**src/rtl/gpirq_pkg.sv**
```systemverilog
package gpirq_pkg;

  localparam int ADDR_W = 5;

  typedef enum logic [2:0] {
    SEL_EN   = 3'd0,
    SEL_TA   = 3'd1,
    SEL_TB   = 3'd2,
    SEL_TC   = 3'd3,
    SEL_STAT = 3'd4,
    SEL_NONE = 3'd7
  } reg_sel_e;

  localparam logic [ADDR_W-1:0] OFF_EN   = 5'h00;
  localparam logic [ADDR_W-1:0] OFF_TA   = 5'h04;
  localparam logic [ADDR_W-1:0] OFF_TB   = 5'h08;
  localparam logic [ADDR_W-1:0] OFF_TC   = 5'h0C;
  localparam logic [ADDR_W-1:0] OFF_STAT = 5'h10;

  function automatic reg_sel_e decode_off(input logic [ADDR_W-1:0] a);
    reg_sel_e s;
    case (a)
      OFF_EN:   s = SEL_EN;
      OFF_TA:   s = SEL_TA;
      OFF_TB:   s = SEL_TB;
      OFF_TC:   s = SEL_TC;
      OFF_STAT: s = SEL_STAT;
      default:  s = SEL_NONE;
    endcase
    return s;
  endfunction

endpackage

```
**src/rtl/gpirq_sync.sv**
```systemverilog
module gpirq_sync #(
  parameter int WIDTH  = 32,
  parameter int STAGES = 2
) (
  input  logic             clk,
  input  logic             rst_n,
  input  logic [WIDTH-1:0] async_i,
  output logic [WIDTH-1:0] sync_o
);

  logic [WIDTH-1:0] stg_q [STAGES];

  generate
    for (genvar s = 0; s < STAGES; s++) begin : g_stage
      logic [WIDTH-1:0] stg_d;
      if (s == 0) begin : g_first
        assign stg_d = async_i;
      end else begin : g_next
        assign stg_d = stg_q[s-1];
      end
      always_ff @(posedge clk or negedge rst_n) begin
        if (!rst_n) stg_q[s] <= '0;
        else        stg_q[s] <= stg_d;
      end
    end
  endgenerate

  assign sync_o = stg_q[STAGES-1];

endmodule

```
**src/rtl/gpirq_detect.sv**
```systemverilog
module gpirq_detect #(
  parameter int WIDTH = 32
) (
  input  logic             clk,
  input  logic             rst_n,
  input  logic [WIDTH-1:0] sync_i,
  input  logic [WIDTH-1:0] ta_i,
  input  logic [WIDTH-1:0] tb_i,
  input  logic [WIDTH-1:0] tc_i,
  output logic [WIDTH-1:0] evt_o
);

  logic [WIDTH-1:0] prev_q;
  logic [WIDTH-1:0] prev_d;

  assign prev_d = sync_i;

  always_ff @(posedge clk or negedge rst_n) begin
    if (!rst_n) prev_q <= '0;
    else        prev_q <= prev_d;
  end

  generate
    for (genvar p = 0; p < WIDTH; p++) begin : g_pin
      logic rise, fall, lvl_hit, edge_hit;
      always_comb begin
        rise     = sync_i[p] & ~prev_q[p];
        fall     = ~sync_i[p] & prev_q[p];
        lvl_hit  = (sync_i[p] == ta_i[p]);
        if (tc_i[p])      edge_hit = rise | fall;
        else if (ta_i[p]) edge_hit = rise;
        else              edge_hit = fall;
        evt_o[p] = tb_i[p] ? lvl_hit : edge_hit;
      end
    end
  endgenerate

  // a level-high event needs the synchronized pin high
  a_r6_level_high_needs_high: assert property (@(posedge clk) disable iff (!rst_n)
    ((tb_i & ta_i & evt_o & ~sync_i) == '0));

  // a falling-edge event never occurs with the pin high
  a_r3_fall_needs_low: assert property (@(posedge clk) disable iff (!rst_n)
    ((~tb_i & ~tc_i & ~ta_i & evt_o & sync_i) == '0));

  // a rising-edge event needs the previous sample low
  a_r4_rise_needs_prev_low: assert property (@(posedge clk) disable iff (!rst_n)
    ((~tb_i & ~tc_i & ta_i & evt_o & prev_q) == '0));

endmodule

```
**src/rtl/gpirq_regs.sv**
```systemverilog
module gpirq_regs
  import gpirq_pkg::*;
#(
  parameter int WIDTH = 32
) (
  input  logic              clk,
  input  logic              rst_n,
  input  logic              bus_sel,
  input  logic              bus_wr,
  input  logic [ADDR_W-1:0] bus_addr,
  input  logic [WIDTH-1:0]  bus_wdata,
  input  logic [WIDTH-1:0]  evt_i,
  output logic [WIDTH-1:0]  en_o,
  output logic [WIDTH-1:0]  ta_o,
  output logic [WIDTH-1:0]  tb_o,
  output logic [WIDTH-1:0]  tc_o,
  output logic [WIDTH-1:0]  stat_o,
  output logic [WIDTH-1:0]  rdata_o
);

  reg_sel_e         sel;
  logic             wr_req, rd_req;
  logic             en_ce, ta_ce, tb_ce, tc_ce;
  logic [WIDTH-1:0] clr_mask;
  logic [WIDTH-1:0] en_q, ta_q, tb_q, tc_q, st_q, rd_q;
  logic [WIDTH-1:0] st_d, rd_d;

  always_comb begin
    sel      = decode_off(bus_addr);
    wr_req   = bus_sel & bus_wr;
    rd_req   = bus_sel & ~bus_wr;
    en_ce    = wr_req & (sel == SEL_EN);
    ta_ce    = wr_req & (sel == SEL_TA);
    tb_ce    = wr_req & (sel == SEL_TB);
    tc_ce    = wr_req & (sel == SEL_TC);
    clr_mask = (wr_req & (sel == SEL_STAT)) ? bus_wdata : '0;
  end

  // next-state: new events win over a simultaneous clear
  always_comb begin
    st_d = (st_q & ~clr_mask) | evt_i;
    case (sel)
      SEL_EN:   rd_d = en_q;
      SEL_TA:   rd_d = ta_q;
      SEL_TB:   rd_d = tb_q;
      SEL_TC:   rd_d = tc_q;
      SEL_STAT: rd_d = st_q;
      default:  rd_d = '0;
    endcase
  end

  always_ff @(posedge clk or negedge rst_n) begin
    if (!rst_n) begin
      en_q <= '0;
      ta_q <= '0;
      tb_q <= '0;
      tc_q <= '0;
      st_q <= '0;
      rd_q <= '0;
    end else begin
      if (en_ce)  en_q <= bus_wdata;
      if (ta_ce)  ta_q <= bus_wdata;
      if (tb_ce)  tb_q <= bus_wdata;
      if (tc_ce)  tc_q <= bus_wdata;
      if (rd_req) rd_q <= rd_d;
      st_q <= st_d;
    end
  end

  assign en_o    = en_q;
  assign ta_o    = ta_q;
  assign tb_o    = tb_q;
  assign tc_o    = tc_q;
  assign stat_o  = st_q;
  assign rdata_o = rd_q;

  // a set bit stays set unless a one was written to it
  a_r8_sticky: assert property (@(posedge clk) disable iff (!rst_n)
    ((($past(st_q) & ~$past(clr_mask)) & ~st_q) == '0));

  // a cleared bit with no event in that cycle reads zero
  a_r8_clear: assert property (@(posedge clk) disable iff (!rst_n)
    ((st_q & $past(clr_mask) & ~$past(evt_i)) == '0));

  // an event always leaves the bit set, even against a clear
  a_r9_event_sets: assert property (@(posedge clk) disable iff (!rst_n)
    ((~st_q & $past(evt_i)) == '0));

  // read data holds when no read was requested
  a_r11_rdata_hold: assert property (@(posedge clk) disable iff (!rst_n)
    !$past(rd_req) |-> $stable(rd_q));

endmodule

```
**src/rtl/gpio_irq_unit.sv**
```systemverilog
module gpio_irq_unit
  import gpirq_pkg::*;
#(
  parameter int NPINS       = 32,
  parameter int SYNC_STAGES = 2
) (
  input  logic              clk,
  input  logic              rst_n,
  input  logic [NPINS-1:0]  pin_i,
  input  logic              bus_sel,
  input  logic              bus_wr,
  input  logic [ADDR_W-1:0] bus_addr,
  input  logic [NPINS-1:0]  bus_wdata,
  output logic [NPINS-1:0]  bus_rdata,
  output logic              irq_o
);

  logic [NPINS-1:0] pin_sync, evt, en, ta, tb, tc, stat;

  gpirq_sync #(.WIDTH(NPINS), .STAGES(SYNC_STAGES)) u_sync (
    .clk     (clk),
    .rst_n   (rst_n),
    .async_i (pin_i),
    .sync_o  (pin_sync)
  );

  gpirq_detect #(.WIDTH(NPINS)) u_det (
    .clk    (clk),
    .rst_n  (rst_n),
    .sync_i (pin_sync),
    .ta_i   (ta),
    .tb_i   (tb),
    .tc_i   (tc),
    .evt_o  (evt)
  );

  gpirq_regs #(.WIDTH(NPINS)) u_regs (
    .clk       (clk),
    .rst_n     (rst_n),
    .bus_sel   (bus_sel),
    .bus_wr    (bus_wr),
    .bus_addr  (bus_addr),
    .bus_wdata (bus_wdata),
    .evt_i     (evt),
    .en_o      (en),
    .ta_o      (ta),
    .tb_o      (tb),
    .tc_o      (tc),
    .stat_o    (stat),
    .rdata_o   (bus_rdata)
  );

  assign irq_o = |(stat & en);

  // with every pin disabled the line stays low
  a_r10_disabled_quiet: assert property (@(posedge clk) disable iff (!rst_n)
    (en == '0) |-> !irq_o);

  // the line is low when no status bit is set
  a_r10_needs_status: assert property (@(posedge clk) disable iff (!rst_n)
    ($countones(stat) == 0) |-> !irq_o);

endmodule

```
**config.mk**
```make
export PLATFORM = sky130hd
export DESIGN_NAME = gpio_irq_unit
export DESIGN_NICKNAME = d
export VERILOG_FILES = /design/src/rtl/gpirq_pkg.sv /design/src/rtl/gpirq_sync.sv /design/src/rtl/gpirq_detect.sv /design/src/rtl/gpirq_regs.sv /design/src/rtl/gpio_irq_unit.sv
export SDC_FILE = /design/constraint.sdc
export NUM_CORES = 1
export LEC_CHECK = 0
export BUFFER_PORTS_ARGS = -buffer_cell sky130_fd_sc_hd__buf_4
export CORE_UTILIZATION = 40
export CTS_CLUSTER_SIZE = 28
export DETAILED_ROUTE_END_ITERATION = 12
export HOLD_SLACK_MARGIN = 0.05
export PLACE_DENSITY = 0.62
export RECOVER_POWER = 25
export SLEW_MARGIN = 10
export SYNTH_ARGS = -nofsm -noshare
export SYNTH_HDL_FRONTEND = slang
export SYNTH_SLANG_ARGS = --single-unit
export TNS_END_PERCENT = 30
```
**constraint.sdc**
```tcl
create_clock -name clk -period 1.4 [get_ports clk]
set_input_delay 0.28 -clock clk [delete_from_list [all_inputs] [get_ports clk]]
set_output_delay 0.28 -clock clk [all_outputs]
set_load 0.01 [all_outputs]
```
==> flow_summary.toml <==
[logic_synthesis]
yosys-top-cells-area = "sky130_fd_sc_hd__dfrtp_1 (54%), sky130_fd_sc_hd__mux2_2 (13%), sky130_fd_sc_hd__ha_1 (6.1%)"
synth_area_sq_mm = 0.0132
number_of_standard_cells_after_synthesis = 1077
synth.yosys.warnings = 0
postSynth.asyncResetShare_pct = 100
sequential_cell_area_fraction_in_the_yosys_report_pct = 54.5
synth_flop_cell = "sky130_fd_sc_hd__dfrtp_1"
yosys.area.top_type_share_pct = 54.5
synth_cell_types = 30
netlist.top_cell.by_area = "sky130_fd_sc_hd__dfrtp_1"
avgSynthCellArea_sq_um = 12.3
number_of_enable_flip_flop_cells_after_synthesis = 0
synth_seq_cells = 288
total_nets_after_synthesis = 1214

[clock_tree]
total_clock_sinks = 288
path_clk_slew_ns = 0.06
clock_path_buffers = 3
clockRootBuffer = "sky130_fd_sc_hd__clkbuf_16"
tritoncts = "built"
htree_num_levels = 2
insertion_delay_ns = 0.51
cts_buf_count = 34

[floorplan]
fp.dieArea_sq_mm = 0.0338
initial_core_util_pct = 40.7
pin_count = 106
die_h_microns = 184
chipWidth_microns = 184
core_sq_mm = 0.0325
rows = 66

[outcome]
violations = "negative setup slack"
outcome = "finished, violations left"

[final_layout]
leading_cell_types_in_the_layout_fill_and_taps_excluded = "sky130_fd_sc_hd__dfrtp_1 (287), sky130_fd_sc_hd__buf_4 (147), sky130_fd_sc_hd__inv_1 (96), sky130_fd_sc_hd__mux2_2 (89), sky130_fd_sc_hd__mux2_4 (68)"
num-nets-final = 1477
drive_above_1_share_pct = 34.1
layout_commonest_cell = "sky130_fd_sc_hd__dfrtp_1"
layout-area-overhead-vs-synth_pct = 34.6
num-fill-cells = 2810
final_core_utilization_pct = 54.7

[setup_path]
critPathMaxFanout = 2
cp.arrival_ns = 2.07
worst_r2r_endpoint = "u_regs.stat_o[4]$_DFF_PN0_"
worst_path_max_delay_cell = "sky130_fd_sc_hd__or4_4"
rrSetupSlack_ns = 0.04
cp_cell_sequence = "a22oi_2 -> nand4_1 -> or4_4 -> buf_6"
max_incr_delay_on_cp_ns = 0.56
end_kind = "output port"
required_ns = 1.12
criticalPathCategory = "reg -> out"
cp.buffers_inverters = 1
worstRegToRegCells = 5
critical_path.reg2reg.startpoint = "u_sync.sync_o[4]$_DFF_PN0_"
critical_path.top_delay_family = "simple AND/OR/NAND/NOR gates"
critical_path.startpoint_type = "flip-flop"

[placement]
gp_congestion = 0.779
port_buffers = 105
place.detailed.hpwl_mm = 20.8

[timing]
grt_setup_unrepaired = "yes"
timing.max_slew.rel_slack_pct = 50.4
post-route-period-util_pct = 168
report.final.hold_viol_count = 0
timing_worst_slew_pin_value_ns = 0.744
timing.final.crit_period_ns = 2.35
slew_violations = 0
finalSetupViolCount = 55
fin_worst_hold_slack_ns = 0.0621
timing.clock.skew_ns = 0.0166
post-route-worst-setup-slack_ns = -0.945
max_freq_mhz = 426

[routing]
final_antenna_net_count = 0
drt-total-wl_mm = 34.3
vias_per_cell = 5.15
route.detailed.drc = 0
drt_first_pass_iters = 4
initialDrtViolationCount = 534
wire_per_inst_microns = 19.0
vias = 9317

[hold_path]
hp-start = "bus_wdata[17]"
whs_endpoint = "u_regs.tc_o[17]$_DFFE_PN0P_"
hold_path.class = "in -> reg"
hold_path_depth = 2

[global_routing]
largest_net_degree_at_the_start_of_global_routing = 57
groute.usage.overall_pct = 20.6
globalRoute.totalOverflow = 0
antenna_violations_before_repair = 1
first_global_vias = 9493
grt_pass1_wl_mm = 53.6

[job]
drv.max_cap_violation_count = 0

[power_and_ir_drop]
vdd.ir_drop.worst_mv = 0.954
cell_leakage_power_nw = 8.41
pwr_density_cell_mw_per_mm2 = 1230
## routing by layer
metal  up-vias  part of all wire, %  global-route usage, %
met4         0                  2.1                   5.60
li1       4361                    -                      -
met5         -                    0                      0
met1      4702                   47                   29.0
met2       211                   47                   33.0
met3        43                  4.4                   3.21
## through the flow
| step | worst slack (ns) | instances | power (W) | instance area (sq um) | TNS, ns |
|---|---|---|---|---|---|
| floorplan | -0.535 | 1077 | 0.0111 | 13300 | -64.87 |
| global placement | -0.706 | 1672 | 0.0123 | 15300 | -118.80 |
| detailed placement | -0.727 | 1672 | 0.0123 | 15300 | -120.91 |
| CTS | -0.950 | 1805 | 0.0221 | 17600 | -2.88 |
| global route | -0.974 | 1808 | 0.0229 | 17800 | -7.91 |
| finish | -0.945 | 1808 | 0.0220 | 17800 | -3.40 |
## flip-flops by register name, indices dropped and copies added (netlist names)
signal	cells
u_sync.g_stage.stg_d	32
u_regs.en_o	32
u_regs.stat_o	32
u_regs.tc_o	32
u_sync.sync_o	32
u_regs.tb_o	32
u_regs.rdata_o	32
u_det.prev_q	32
u_regs.ta_o	32
## cell usage after synthesis, drive strengths merged (32+ instances only)
library cell  number
a21oi             32
a221o             32
dfrtp            288
ha                64
inv               96
mux2             160
mux2i             64
nand2             65
nand3             34
nor3              34
o21ai             33
o22ai             32
o31ai             32
xnor2             32
## timing repair
| action | 4_1_cts | 5_1_grt |
|---|---|---|
| endpoints found under the hold margin | 393 | 0 |
| resized for setup | 64 | 72 |
| hold buffers | 57 | 0 |
| setup buffers | 8 | 3 |
| cloned | 7 | 1 |
| endpoints found under the setup margin | 179 | 152 |
| pin swaps | 6 | 5 |
## report_power, final
part	switching [W]	internal, W	total, W
sequential	0.000664	0.00900	0.00966
combinational	0.00122	0.00169	0.00290
clock	0.00341	0.00598	0.00940
total	0.00529	0.0167	0.0220
## layout make-up
cell class,instances,area [sq um],share of cell area [%]
diodes,1,2.50,0.0140
clock buffers,55,1110,6.25
clock inverters,6,108,0.604
inverters,96,360,2.02
multi-input cells,642,5830,32.7
flip-flops and latches,288,7210,40.5
well taps,442,553,3.10
repair buffers,278,2640,14.8
## how the worst max path moves through the flow
stage                                start                     endpoint  depth (start not counted)
4_1_cts        u_regs.stat_o[28]$_DFF_PN0_                        irq_o                          4
6_report       u_regs.en_o[28]$_DFFE_PN0P_                        irq_o                          4
2_1_floorplan                  bus_addr[4]  u_regs.ta_o[21]$_DFFE_PN0P_                          6
3_5_place_dp                   bus_addr[0]  u_regs.ta_o[17]$_DFFE_PN0P_                          5
3_3_place_gp                   bus_addr[0]  u_regs.ta_o[20]$_DFFE_PN0P_                          5
5_1_grt        u_regs.stat_o[28]$_DFF_PN0_                        irq_o                          4
## cells by family after synthesis
| kind of cell | count (synthesis) | synth area share, % |
|---|---|---|
| buffers and inverters | 147 | 4.59 |
| adders and majority gates | 64 | 6.05 |
| AOI/OAI and AO/OA | 177 | 9.11 |
| DFF | 288 | 54.5 |
| and+or+nand+nor | 145 | 5.22 |
| muxes | 224 | 18.5 |
| xor gates and xnor gates | 32 | 2.12 |
Note: power is estimated with default switching activity, not from simulation.
